### config.mk
export PLATFORM = sky130hd
export DESIGN_NAME = dma_addr_gen
export DESIGN_NICKNAME = d
export VERILOG_FILES = /design/src/rtl/dma_addr_pkg.sv /design/src/rtl/dma_byte_ptr.sv /design/src/rtl/dma_offs_counter.sv /design/src/rtl/dma_page_reg.sv /design/src/rtl/dma_addr_map.sv /design/src/rtl/dma_addr_gen.sv
export SDC_FILE = /design/constraint.sdc
export NUM_CORES = 1
export LEC_CHECK = 0
export BUFFER_PORTS_ARGS = -buffer_cell sky130_fd_sc_hd__buf_2
export CORE_UTILIZATION = 35
export DETAILED_ROUTE_END_ITERATION = 7
export SLEW_MARGIN = 10
export SYNTH_ARGS = -nofsm -noshare
export SYNTH_HDL_FRONTEND = slang
export SYNTH_SLANG_ARGS = --single-unit
### constraint.sdc
create_clock -name clk -period 1.9 [get_ports clk]
set_input_delay 0.38 -clock clk [delete_from_list [all_inputs] [get_ports clk]]
set_output_delay 0.38 -clock clk [all_outputs]
set_load 0.02 [all_outputs]
### src/rtl/dma_addr_pkg.sv
// Package: shared widths and the address mapping mode type.
// Assumes the offset counter is exactly two host bytes wide.
package dma_addr_pkg;
    localparam int HOST_W = 8;            // width of the host write port
    localparam int PAGE_W = 8;            // page register width
    localparam int OFFS_W = 2 * HOST_W;   // offset counter width
    localparam int ADDR_W = PAGE_W + OFFS_W;

    typedef enum logic {
        MAP_BYTE = 1'b0,
        MAP_WORD = 1'b1
    } map_mode_e;
endpackage

### src/rtl/dma_byte_ptr.sv
// Module: low/high byte pointer for the two-write counter load.
// Assumes clear wins over the current state and a write in the same
// cycle sees the cleared (low) pointer.
module dma_byte_ptr (
    input  logic clk,
    input  logic rst_n,
    input  logic clr,
    input  logic wr,
    output logic sel_hi
);
    logic eff_hi;

    // Pointer as seen by a write in this cycle.
    always_comb eff_hi = clr ? 1'b0 : sel_hi;

    // Advance the pointer after each byte write.
    always_ff @(posedge clk) begin
        if (!rst_n)
            sel_hi <= 1'b0;
        else if (wr)
            sel_hi <= ~eff_hi;
        else
            sel_hi <= eff_hi;
    end

    // a write without clear flips the pointer.
    assert_ptr_toggle_R3: assert property (@(posedge clk) disable iff (!rst_n)
        (wr && !clr) |=> (sel_hi != $past(sel_hi)));
    // a clear with a write leaves the pointer high.
    assert_clr_write_R4: assert property (@(posedge clk) disable iff (!rst_n)
        (wr && clr) |=> sel_hi);
endmodule

### src/rtl/dma_offs_counter.sv
// Module: offset counter loaded in byte halves, stepped once per transfer.
// Assumes a byte write takes priority over an increment in the same cycle.
module dma_offs_counter #(
    parameter int HOST_W = 8
) (
    input  logic                  clk,
    input  logic                  rst_n,
    input  logic                  wr,
    input  logic                  sel_hi,
    input  logic                  clr,
    input  logic [HOST_W-1:0]     data,
    input  logic                  inc,
    output logic [2*HOST_W-1:0]   cnt
);
    localparam int CNT_W = 2 * HOST_W;
    logic to_hi;

    // Half selected for this cycle's write.
    always_comb to_hi = sel_hi && !clr;

    // Load a half, or step by one with silent wrap.
    always_ff @(posedge clk) begin
        if (!rst_n)
            cnt <= '0;
        else if (wr && to_hi)
            cnt[CNT_W-1:HOST_W] <= data;
        else if (wr)
            cnt[HOST_W-1:0] <= data;
        else if (inc)
            cnt <= cnt + 1'b1;
    end

    // a lone transfer strobe raises the counter by one.
    assert_step_R7: assert property (@(posedge clk) disable iff (!rst_n)
        (inc && !wr && !(&cnt)) |=> (cnt == $past(cnt) + 1'b1));
    // the counter wraps to zero from all ones.
    assert_wrap_R8: assert property (@(posedge clk) disable iff (!rst_n)
        (inc && !wr && (&cnt)) |=> (cnt == '0));
    // a write in the same cycle blocks the increment.
    assert_write_wins_R9: assert property (@(posedge clk) disable iff (!rst_n)
        (inc && wr && !to_hi) |=> (cnt[HOST_W-1:0] == $past(data)
                                   && cnt[CNT_W-1:HOST_W] == $past(cnt[CNT_W-1:HOST_W])));
endmodule

### src/rtl/dma_page_reg.sv
// Module: page register; it never counts.
// Assumes only an explicit write may change it.
module dma_page_reg #(
    parameter int PAGE_W = 8
) (
    input  logic              clk,
    input  logic              rst_n,
    input  logic              wr,
    input  logic [PAGE_W-1:0] data,
    output logic [PAGE_W-1:0] page
);
    // Hold the page until software writes a new one.
    always_ff @(posedge clk) begin
        if (!rst_n)
            page <= '0;
        else if (wr)
            page <= data;
    end

    // the page holds without a write.
    assert_page_hold_R2: assert property (@(posedge clk) disable iff (!rst_n)
        !wr |=> $stable(page));
endmodule

### src/rtl/dma_addr_map.sv
// Module: places page and counter on the physical address bus.
// Assumes ADDR_W = PAGE_W + OFFS_W; in word mode page bit 0 is dropped.
module dma_addr_map
    import dma_addr_pkg::*;
#(
    parameter int PAGE_W = 8,
    parameter int OFFS_W = 16
) (
    input  logic [PAGE_W-1:0]        page,
    input  logic [OFFS_W-1:0]        cnt,
    input  map_mode_e                mode,
    output logic [PAGE_W+OFFS_W-1:0] addr
);
    localparam int A_W = PAGE_W + OFFS_W;
    logic [A_W-1:0] byte_addr;
    logic [A_W-1:0] word_addr;

    // Byte layout: page above the counter.
    always_comb byte_addr = {page, cnt};
    // Word layout: counter shifted one bit up, bit 0 low.
    always_comb word_addr = {page[PAGE_W-1:1], cnt, 1'b0};
    // Pick the layout by mode.
    always_comb addr = (mode == MAP_WORD) ? word_addr : byte_addr;
endmodule

### src/rtl/dma_addr_gen.sv
// Module: top of the paged DMA address generator.
// Assumes strobes are single-cycle and synchronous to clk.
module dma_addr_gen
    import dma_addr_pkg::*;
(
    input  logic              clk,
    input  logic              rst_n,
    input  logic              page_wr,
    input  logic [PAGE_W-1:0] page_data,
    input  logic              offs_wr,
    input  logic [HOST_W-1:0] offs_data,
    input  logic              ptr_clr,
    input  logic              word_mode,
    input  logic              xfer_stb,
    output logic [ADDR_W-1:0] mem_addr
);
    logic              sel_hi;
    logic [OFFS_W-1:0] cnt;
    logic [PAGE_W-1:0] page;
    map_mode_e         mode;

    // Mode input as the enum type.
    always_comb mode = map_mode_e'(word_mode);

    dma_byte_ptr u_ptr (
        .clk(clk), .rst_n(rst_n), .clr(ptr_clr), .wr(offs_wr), .sel_hi(sel_hi)
    );

    dma_offs_counter #(.HOST_W(HOST_W)) u_cnt (
        .clk(clk), .rst_n(rst_n), .wr(offs_wr), .sel_hi(sel_hi), .clr(ptr_clr),
        .data(offs_data), .inc(xfer_stb), .cnt(cnt)
    );

    dma_page_reg #(.PAGE_W(PAGE_W)) u_page (
        .clk(clk), .rst_n(rst_n), .wr(page_wr), .data(page_data), .page(page)
    );

    dma_addr_map #(.PAGE_W(PAGE_W), .OFFS_W(OFFS_W)) u_map (
        .page(page), .cnt(cnt), .mode(mode), .addr(mem_addr)
    );

    // a byte-mode wrap keeps the page bits on the bus.
    assert_wrap_page_R8: assert property (@(posedge clk) disable iff (!rst_n)
        (xfer_stb && !offs_wr && !page_wr && !word_mode && (&cnt)) |=>
        (!word_mode |-> mem_addr[ADDR_W-1:OFFS_W] == $past(mem_addr[ADDR_W-1:OFFS_W])));
endmodule

* Word-level counts from Yosys, hierarchy flattened
Cells that the tools add are included.
Cells by class: equal/unequal tests 1, bitwise logic cells 2, reductions and logical operators 7, add/subtract/negate cells 1, mux-type cells 7, div/mod/pow operators 0, $mul 0, $lt $le $gt $ge 0, shifts and indexed selects 0
Operators by type and width (number):
- 8-bit 2-to-1 mux | 3
- 17-bit 2-to-1 mux | 1
- 16-bit by 1-bit adder with 16-bit output, second input constant | 1
- 16-bit 2-to-1 mux | 1
- 2-bit AND reduction | 2
- 2-bit nonzero test | 2
- 1-bit logical AND | 2
- 1-bit 2-to-1 mux | 2
- 2-bit by 1-bit inequality test with 1-bit output, second input constant | 1
- 1-bit NOT | 2
- 1-bit zero test | 1
Storage, ports and cells: output and inout port bits 24, memory bits (read-only) 0, bits in writable memories 0, memories 0, flip-flop bits (word level) 25, bits of input ports 23, bits in latches 0

* Depth between registers and ports, before layout
Gate-level depths: netlist of the first run.
word-level depth 5, gate-level depth with buffers 7, mapped depth without buffers 6

* Hierarchy
Synthesis of the first run repeated with hierarchy kept, for this count alone.
Second synthesis, totals: cells, all modules 184, area, all modules 1682.9 um2
By module, submodules not included:
- dma_offs_counter | instances 1, cells each 128, area an instance 1028.5 um2
- dma_addr_map | instances 1, cells each 26, area an instance 306.5 um2
- dma_page_reg | instances 1, cells each 25, area an instance 301.5 um2
- dma_byte_ptr | instances 1, cells each 5, area an instance 46.3 um2

* Worst setup path after synthesis of the first run
Ideal clock, no wire load.
path type input port to output port, start input port word_mode, end output port mem_addr[3], stages on the path 3, required time 1.520 ns, arrival time 1.445 ns, slack 0.075 ns, buffers on the path 2, cells stage by stage clkbuf_1 > buf_1 > mux2_2
On the way: word-level cells in the longest chain between the ends 1
RTL lines:
- start, declared | RTL line dma_addr_gen.sv:13 | input logic word_mode,
- 17-bit 2-to-1 mux | RTL line dma_addr_map.sv:23 | always_comb addr = (mode == MAP_WORD) ? word_addr : byte_addr;
- end, declared | RTL line dma_addr_gen.sv:15 | output logic [ADDR_W-1:0] mem_addr
Every way passes these cells.

* Worst setup path in the final report of the first run
start register u_cnt.cnt[1], end register u_cnt.cnt[6]
On the way: word-level cells in the longest chain between the ends 3
RTL lines:
- start, declared | RTL line dma_offs_counter.sv:13 | output logic [2*HOST_W-1:0] cnt
- start signal, assigned by index | RTL line dma_offs_counter.sv:26 | cnt[CNT_W-1:HOST_W] <= data;
- start signal, assigned by index | RTL line dma_offs_counter.sv:28 | cnt[HOST_W-1:0] <= data;
- start signal, assigned | RTL line dma_offs_counter.sv:30 | cnt <= cnt + 1'b1;
- 16-bit by 1-bit adder with 16-bit output | RTL line dma_offs_counter.sv:30
- 16-bit 2-to-1 mux | RTL line dma_offs_counter.sv:29 | else if (inc)
- 8-bit 2-to-1 mux | RTL line dma_offs_counter.sv:27 | else if (wr)
Every way passes these cells. The select of a mux whose other input is x is not followed. A chain may end at the register's enable or synchronous reset.

==> summary.txt, run 1 <==
Run status
  • Status: finished, final reports clean

Clocking
  • CTS tree: done
  • CTS Buf Count: 3
  • Num Clock Sinks: 25
  • Clock root buffer master: clkbuf_8
  • Clock latency on the worst-skew pair: between 0.2 and 0.3 ns
  • Clock transition at path regs: approximately 0.09 ns
  • Htree depth: 1
  • Max Buffers Root-to-Sink: 2
  • Post-CTS setup buffer count: 0

Pwr
  • Power after layout: between 0.001 and 0.0015 W
  • Net Sw Frac: a little under a third
  • Combinational group share of total power: roughly 23%
  • Clock network fraction of total power: 26.7%
  • Net Switching: approximately 0.00036 W
  • Sequential group share of total power: between 50% and 60%
  • Worst vdd ir: ~0.00043 V
  • Pwr Density: around 630 nW/um^2
  • Leakage: between 0.8 and 0.9 nW
  • Int Pwr: between 0.0008 and 0.0009 W

Worst hold path
  • Hold WC Path Type: input port to register
  • Hold wc startpoint: page_data[5]
  • Hold depth: 3
  • Hold path endpoint: u_page.page[5]$_SDFFE_PN0P_

Drt
  • Drt first-iter violations: about 130
  • Wire per inst: approximately 14 um
  • DR vias/cell: between 5 and 6
  • Via count: 1468
  • Routed WL: roughly 3800 um
  • Drt pass-1 iters: 4
  • Drt drc: 0
  • Remaining antenna violation count: 0

Layout
  • Most frequent cells in the layout: buf_2 (46), dfxtp_1 (24), nor2_1 (21)
  • Share of post-route cells with drive strength above 1: 33.62%
  • Most common cell after layout, fill and taps aside: buf_2
  • Area delta synth->final: 19.46%
  • Fill cells: between 400 and 500
  • Post-route non-filler standard cell count: between 200 and 300
  • N_diodes: 0
  • Nets: 255

Synthesis
  • Sequential area share after synthesis: a little under a third
  • Post-synthesis register bit count: 25
  • Mean Syn Cell Area: 8.258 sq um
  • Synth warn: 0
  • Cells after Synth: 190
  • Synth top area cells: dfxtp_1 (32%), mux2_2 (10%), mux2i_1 (7.7%)
  • Post-Syn Area: approximately 1600 sq um
  • Leading area contributor after synthesis: dfxtp_1
  • Syn Nets: roughly 220
  • Proportion of netlist area held by the largest area contributor: between 30% and 40%
  • Netlist cell types: 39

Placement
  • Placed cells: roughly 280
  • Post-DP HPWL: between 2000 and 3000 um
  • Port Buffers: between 40 and 50
  • GPL Wtd Cong: between 0.7 and 0.8

Critical path
  • Critical-path top delay cell: dfxtp_1
  • RR Startpoint: u_cnt.cnt[1]$_SDFFE_PN0P_
  • FF-to-FF End: u_cnt.cnt[6]$_SDFFE_PN0P_
  • Worst-path fanout max: 6
  • R2r worst-path depth: 6
  • Crit path launch type: register
  • CP Data Arrival Time: 1.88 ns
  • Critical path type: register to register
  • Worst EP required: between 2 and 2.5 ns
  • Crit end category: register
  • Internal reg-to-reg setup slack: 0.18 ns
  • Critical path cell sequence: ha_2 -> nand4_1 -> or2_1 -> xnor2_1 -> o221ai_1 -> a21oi_1
  • CP peak stage delay: roughly 0.44 ns

Timing
  • Min Hold Slack: between 0.3 and 0.4 ns
  • Worst Max-Slew Pin Slew: between 0.4 and 0.5 ns
  • Fmax: 581.4 MHz
  • Rel. slew slack: between 70 and 80%
  • Unrepaired setup endpoints after global routing: no
  • Pins Over Slew Limit: 0
  • Total negative slack: 0 ns
  • Final period util: about 91%
  • Final setup viols: 0
  • Tmin final: roughly 1.7 ns
  • Fin Clk Skew: ~0.0054 ns
  • Hold Fails Final Rpt: 0

GRT
  • Overall Global Routing Usage: 16.79%
  • GRT overflow: 0
  • Vias in the first global route: 1266
  • Antenna violations before repair: 0
  • First-pass GRT wire length: a little under 6000 um
  • Largest net degree at the start of global routing: 20

Floorplanning
  • Area of the die: ~4800 sq um
  • Core area: approximately 4100 sq um
  • Die extent in x: roughly 69 um
  • I/O pin count: 47
  • Num rows: 23
  • Die Y: 68.96 um
  • Initial core utilization: 37.86%

Flow run
  • Max Cap Viol: 0
==> metrics by stage <==
step / setup slack (ns) / cell area [sq um] / util [%]
detailed placement: 0.2010 / 1821 / 43.93
finish: 0.1799 / 1874 / 45.23
global route: 0.02567 / 1874 / 45.23
global placement: 0.2470 / 1821 / 43.93
floorplan: 0.07509 / 1569 / -
CTS: 0.1941 / 1866 / 45.02
==> how the worst max path moves through the flow <==
stage	startpoint	to	slack, ns	cells after the start
2_1_floorplan	word_mode	mem_addr[3]	0.08	3
3_3_place_gp	word_mode	mem_addr[16]	0.25	3
3_5_place_dp	u_cnt.cnt[1]$_SDFFE_PN0P_	u_cnt.cnt[14]$_SDFFE_PN0P_	0.20	6
4_1_cts	u_cnt.cnt[0]$_SDFFE_PN0P_	u_cnt.cnt[14]$_SDFFE_PN0P_	0.19	6
5_1_grt	u_cnt.cnt[1]$_SDFFE_PN0P_	u_cnt.cnt[6]$_SDFFE_PN0P_	0.03	6
6_report	u_cnt.cnt[1]$_SDFFE_PN0P_	u_cnt.cnt[6]$_SDFFE_PN0P_	0.18	6
==> final cells by class <==
| type | count | area (sq um) | area share (%) |
|---|---|---|---|
| Sequential cell | 25 | 501.7 | 26.77 |
| Timing Repair Buffer | 53 | 282.8 | 15.09 |
| Multi-Input combinational cell | 143 | 967.2 | 51.60 |
| Tap cell | 50 | 62.56 | 3.338 |
| Inverter | 4 | 15.01 | 0.8011 |
| Clock buffer | 4 | 45.04 | 2.403 |
==> per-layer routing <==
layer  track usage (%)  vias up  part of all wire, %
li1                  -      758                    -
met2             24.27       26                   45
met3             3.454        4                  3.1
met1             24.36      680                   51
met5                 0        -                    0
met4             5.612        0                  1.1
==> worst max-delay path: cells and delay by family (launching register included) <==
kind	cells	cell delay, ns
and+or+nand+nor	2	0.54
DFF	1	0.44
adders and majority gates	1	0.25
AOI/OAI and AO/OA	2	0.25
xor gates and xnor gates	1	0.12
==> repair_timing <==
action,CTS,global route
resized for setup,0,3
endpoints found under the setup margin,0,1
hold buffers,0,0
==> flip-flops by register name, summed over array words and instances (netlist names) <==
| register | cells |
|---|---|
| u_cnt.cnt | 16 |
| u_page.page | 8 |
| u_ptr.sel_hi | 1 |
==> cells in the mapped netlist, drive strengths merged <==
master,instances
a211oi,1
a21o,1
a21oi,12
a22oi,4
a31oi,4
and2,1
and3,4
buf,9
clkbuf,9
clkinv,1
dfxtp,25
ha,2
inv,3
mux2,14
mux2i,12
nand2,14
nand2b,1
nand3,9
nand3b,1
nand4,2
nor2,21
nor2b,3
nor3,6
nor4,1
o21a,2
o21ai,12
o221a,1
o221ai,3
o22ai,5
o31a,1
o32ai,1
o41ai,1
or2,1
xnor2,2
xor2,1
==> power by group through the flow <==
stage	registers (W)	logic, W	clock network, W
6_report	0.000597	0.000272	0.000316
5_1_grt	0.000602	0.000302	0.000347
4_1_cts	0.000596	0.000273	0.000336
3_5_place_dp	0.000608	0.000272	0
3_3_place_gp	0.000607	0.000272	0
2_1_floorplan	0.000595	0.000198	0
==> kinds of logic after synthesis <==
logic type,count (synthesis),share of synthesized area (%)
muxes,26,17.70
DFF,25,31.90
AOI/OAI and AO/OA,48,19.14
adders and majority gates,2,1.595
xor gates and xnor gates,3,1.675
and+or+nand+nor,64,21.05
buffers and inverters,22,6.938
Note: power is estimated with default switching activity, not from simulation.
==> inputs of run 2 (changes only) <==
--- a/config.mk
+++ b/config.mk
@@ -5,6 +5,7 @@
 export SDC_FILE = /design/constraint.sdc
 export NUM_CORES = 1
 export LEC_CHECK = 0
+export ABC_AREA = 1
 export BUFFER_PORTS_ARGS = -buffer_cell sky130_fd_sc_hd__buf_2
 export CORE_UTILIZATION = 35
 export DETAILED_ROUTE_END_ITERATION = 7
==> summary.txt, run 2 <==
Synthesis
  • Cells after Synth: 270 (+42%)
  • Syn Nets: 295 (+37%)
  • Post-synthesis register bit count: 25 (unchanged)
  • Sequential area share after synthesis: 30.70% (-1.2 points)
  • Asr flop ratio synth: 0% (unchanged)
  • Leading area contributor after synthesis: dfxtp_1
  • Netlist cell types: 22 (-44%)
  • Commonest cells in the netlist: nand2_1 (61), nor2_1 (38), o21ai_0 (37)
  • Mean Syn Cell Area: 6.038 sq um (-27%)
  • Synth top area cells: dfxtp_1 (31%), nand2_1 (14%), o21ai_0 (11%)
  • Complex-gate fraction of the synthesized area: 22.18% (+3.0 points)
  • Proportion of netlist area held by the largest area contributor: 30.70% (-1.2 points)
  • Post-Synth Adder-Cell Area: 1.535% (-0.060 points)
  • Xor/xnor cell area share of the yosys netlist: 1.074% (-0.60 points)
  • EDFF count, synth: 0 (unchanged)
  • Post-Syn Area: 1630 sq um (+3.9%)
  • Synth Flop Type: dfxtp_1
  • Synth Area in Simple Gates: 32.00% (+11 points)
  • Largest family of logic cells by synthesized area: simple AND/OR/NAND/NOR gates
  • Most numerous cell in the Yosys netlist: nand2_1
  • Mux contribution to synthesized area: 0% (-18 points)
  • Synth warn: 0 (unchanged)

Critical path
  • R2r worst-path depth: 7 (+1)
  • Worst-path fanout max: 6 (unchanged)
  • CP Data Arrival Time: 1.80 ns (-0.08 ns)
  • Critical path type: register to register
  • Critical path cell sequence: ha_1 -> nand3_1 -> nor2_1 -> nand4_1 -> nand3_1 -> nand2_1 -> a21oi_1
  • Worst EP required: 2.12 ns (+0.06 ns)
  • Crit end category: register
  • Most common cell on crit path: nand3_1
  • Buf/Inv on CP: 0 (unchanged)
  • Crit path launch type: register
  • WP depth: 7 (+1)
  • Critical-path top delay cell: dfxtp_1
  • CP peak stage delay: 0.45 ns (about the same)
  • Delay-heaviest family, CP: simple AND/OR/NAND/NOR gates

Timing
  • Total negative slack: 0 ns (unchanged)
  • Final period util: 83.47% (-7.1 points)
  • Rel. slew slack: 67.05% (-5.8 points)
  • Worst Max-Slew Pin Slew: 0.4943 ns (+0.08750 ns)
  • Final setup viols: 0 (unchanged)
  • Unrepaired setup endpoints after global routing: no
  • Pins Over Slew Limit: 0 (unchanged)
  • Tmin final: 1.586 ns (-0.1341 ns)
  • Fin Clk Skew: 0.008961 ns (+0.003564 ns)
  • Fmax: 630.5 MHz (+8.5%)
  • Hold Fails Final Rpt: 0 (unchanged)

Floorplanning
  • Area of the die: 4935 sq um (+3.8%)
  • Num rows: 24 (+4.3%)
  • Core area: 4414 sq um (+6.5%)
  • Die Y: 70.25 um (+1.9%)
  • I/O pin count: 47 (unchanged)
  • Initial core utilization: 36.93% (-0.93 points)
  • Die extent in x: 70.25 um (+1.9%)

Flow run
  • Max Cap Viol: 0 (unchanged)

Drt
  • DR vias/cell: 4.863 (-7.6%)
  • Drt first-iter violations: 89 (-30%)
  • Via count: 1741 (+19%)
  • Routed WL: 4297 um (+12%)
  • Drt drc: 0 (unchanged)
  • Wire per inst: 12.00 um (-13%)
  • Drt pass-1 iters: 4 (unchanged)
  • Remaining antenna violation count: 0 (unchanged)

Worst hold path
  • Hold WC Path Type: input port to register
  • Hold depth: 3 (unchanged)

Placement
  • GPL Wtd Cong: 0.8583 (+12%)
  • Post-DP HPWL: 3218 um (+14%)
  • Port Buffers: 46 (unchanged)

Clocking
  • Hold-fix buffers at CTS: 0 (unchanged)
  • Clock root buffer master: clkbuf_8
  • CTS Buf Count: 3 (unchanged)
  • Post-CTS setup buffer count: 0 (unchanged)
  • Clock transition at path regs: 0.10 ns (about the same)
  • Num Clock Sinks: 25 (unchanged)
  • Resized cells post-CTS: 0 (unchanged)
  • Max Buffers Root-to-Sink: 2 (unchanged)
  • Clock latency on the worst-skew pair: 0.28 ns (about the same)
  • CTS tree: done
  • Htree depth: 1 (unchanged)

Layout
  • Most common cell after layout, fill and taps aside: nand2_1
  • Fin util: 42.83% (-2.4 points)
  • Biggest regs: u_cnt.cnt (16), u_page.page (8), u_ptr.sel_hi (1)
  • Area delta synth->final: 15.96%
  • Most frequent cells in the layout: nand2_1 (61), buf_2 (46), nor2_1 (38)
  • Max reg flops: 16 (unchanged)
  • Share of post-route cells with drive strength above 1: 21.57% (-12 points)
  • Fill cells: 500 (+14%)
  • Top reg by flops: u_cnt.cnt
  • N_diodes: 0 (unchanged)
  • Nets: 332 (+30%)

Pwr
  • Leakage: 0.8655 nW (+2.8%)
  • Pwr Density: 624.4 nW/um^2 (-1.2%)
  • Worst vdd ir: 0.0003287 V (-23%)

GRT
  • GRT overflow: 0 (unchanged)
  • Antenna violations before repair: 0 (unchanged)
  • Largest net degree at the start of global routing: 34 (+70%)
  • First-pass GRT wire length: 7286 um (+24%)
  • Vias in the first global route: 1593 (+26%)
  • GR Util met3: 3.463% (+0.0093 points)
  • Most used routing layer in global routing: met2
  • M1 GR Usage: 24.91% (+0.55 points)
  • Met2 track demand over resource: 29.63% (+5.4 points)
  • Overall Global Routing Usage: 18.24% (+1.4 points)

Run status
  • Status: finished, final reports clean
-- run 2: cell count changes in the layout (fill, tap and decap cells not counted), sizes merged, moves of 5 or more --
cell	previous run	this run
buf	53	47
nor2	21	45
o21ai	12	41
mux2i	12	0
mux2	14	0
nand2	14	64
nand3	9	14
inv	3	28
nor3	6	0
a21oi	12	28
o22ai	5	0
-- run 2: per-layer routing --
metal  vias up  routed length, um
met5         -                  0
met3         4                149
li1        934                  -
met1       768               2201
met4         0                 24
met2        35               1921
-- run 2: path summary, 6_finish.rpt --
check | startpoint | end | slack (ns)
worst min-delay path | page_data[4] | u_page.page[4]$_SDFFE_PN0P_ | 0.31
worst max register to register | u_cnt.cnt[1]$_SDFFE_PN0P_ | u_cnt.cnt[14]$_SDFFE_PN0P_ | 0.31
worst max-delay path | u_cnt.cnt[1]$_SDFFE_PN0P_ | u_cnt.cnt[14]$_SDFFE_PN0P_ | 0.31
worst min register to register | u_cnt.cnt[15]$_SDFFE_PN0P_ | u_cnt.cnt[15]$_SDFFE_PN0P_ | 0.50
-- run 2: cell families after synthesis --
logic type               Yosys count
AO/OA/AOI/OAI                     71
XOR/XNOR                           2
AND/OR/NAND/NOR                  125
adder cells (fa/ha/maj)            2
flip-flops                        25
buffers and inverters             45
-- run 2: power breakdown --
group	switching [W]	internal [W]
clock	0.000190	0.000149
combinational	0.000161	0.0000875
sequential	0.0000372	0.000556
-- run 2: area by class of cell --
type / count / area (sq um) / share of cell area, %
tap: 52 / 65.06 / 3.441
inverter: 30 / 112.6 / 5.956
clock buffer: 3 / 41.29 / 2.184
sequential: 25 / 500.5 / 26.47
timing repair buffer: 47 / 237.7 / 12.57
multi-input combinational: 200 / 925.9 / 48.97
clock inverter: 1 / 7.507 / 0.3971
-- run 2: worst reg2reg max path, delay by kind of cell (launching register included) --
family                     cells  cell delay (ns)
and+or+nand+nor                5             0.72
DFF                            1             0.45
adders and majority gates      1             0.24
AOI/OAI and AO/OA              1             0.11
-- run 2: metrics by stage --
| step | hold slack, ns | instance area [sq um] | setup slack, ns | instances | total power, W |
|---|---|---|---|---|---|
| after global routing | 0.3058 | 1891 | 0.1028 | 358 | 0.001254 |
| after floorplan | 0.4540 | 1630 | 0.4588 | 270 | 0.0007772 |
| after detailed placement | 0.4753 | 1842 | 0.3084 | 354 | 0.0008543 |
| final | 0.3103 | 1891 | 0.3141 | 358 | 0.001181 |
| after CTS | 0.3081 | 1891 | 0.3149 | 358 | 0.001195 |
| after global placement | 0.4711 | 1842 | 0.3407 | 354 | 0.0008533 |
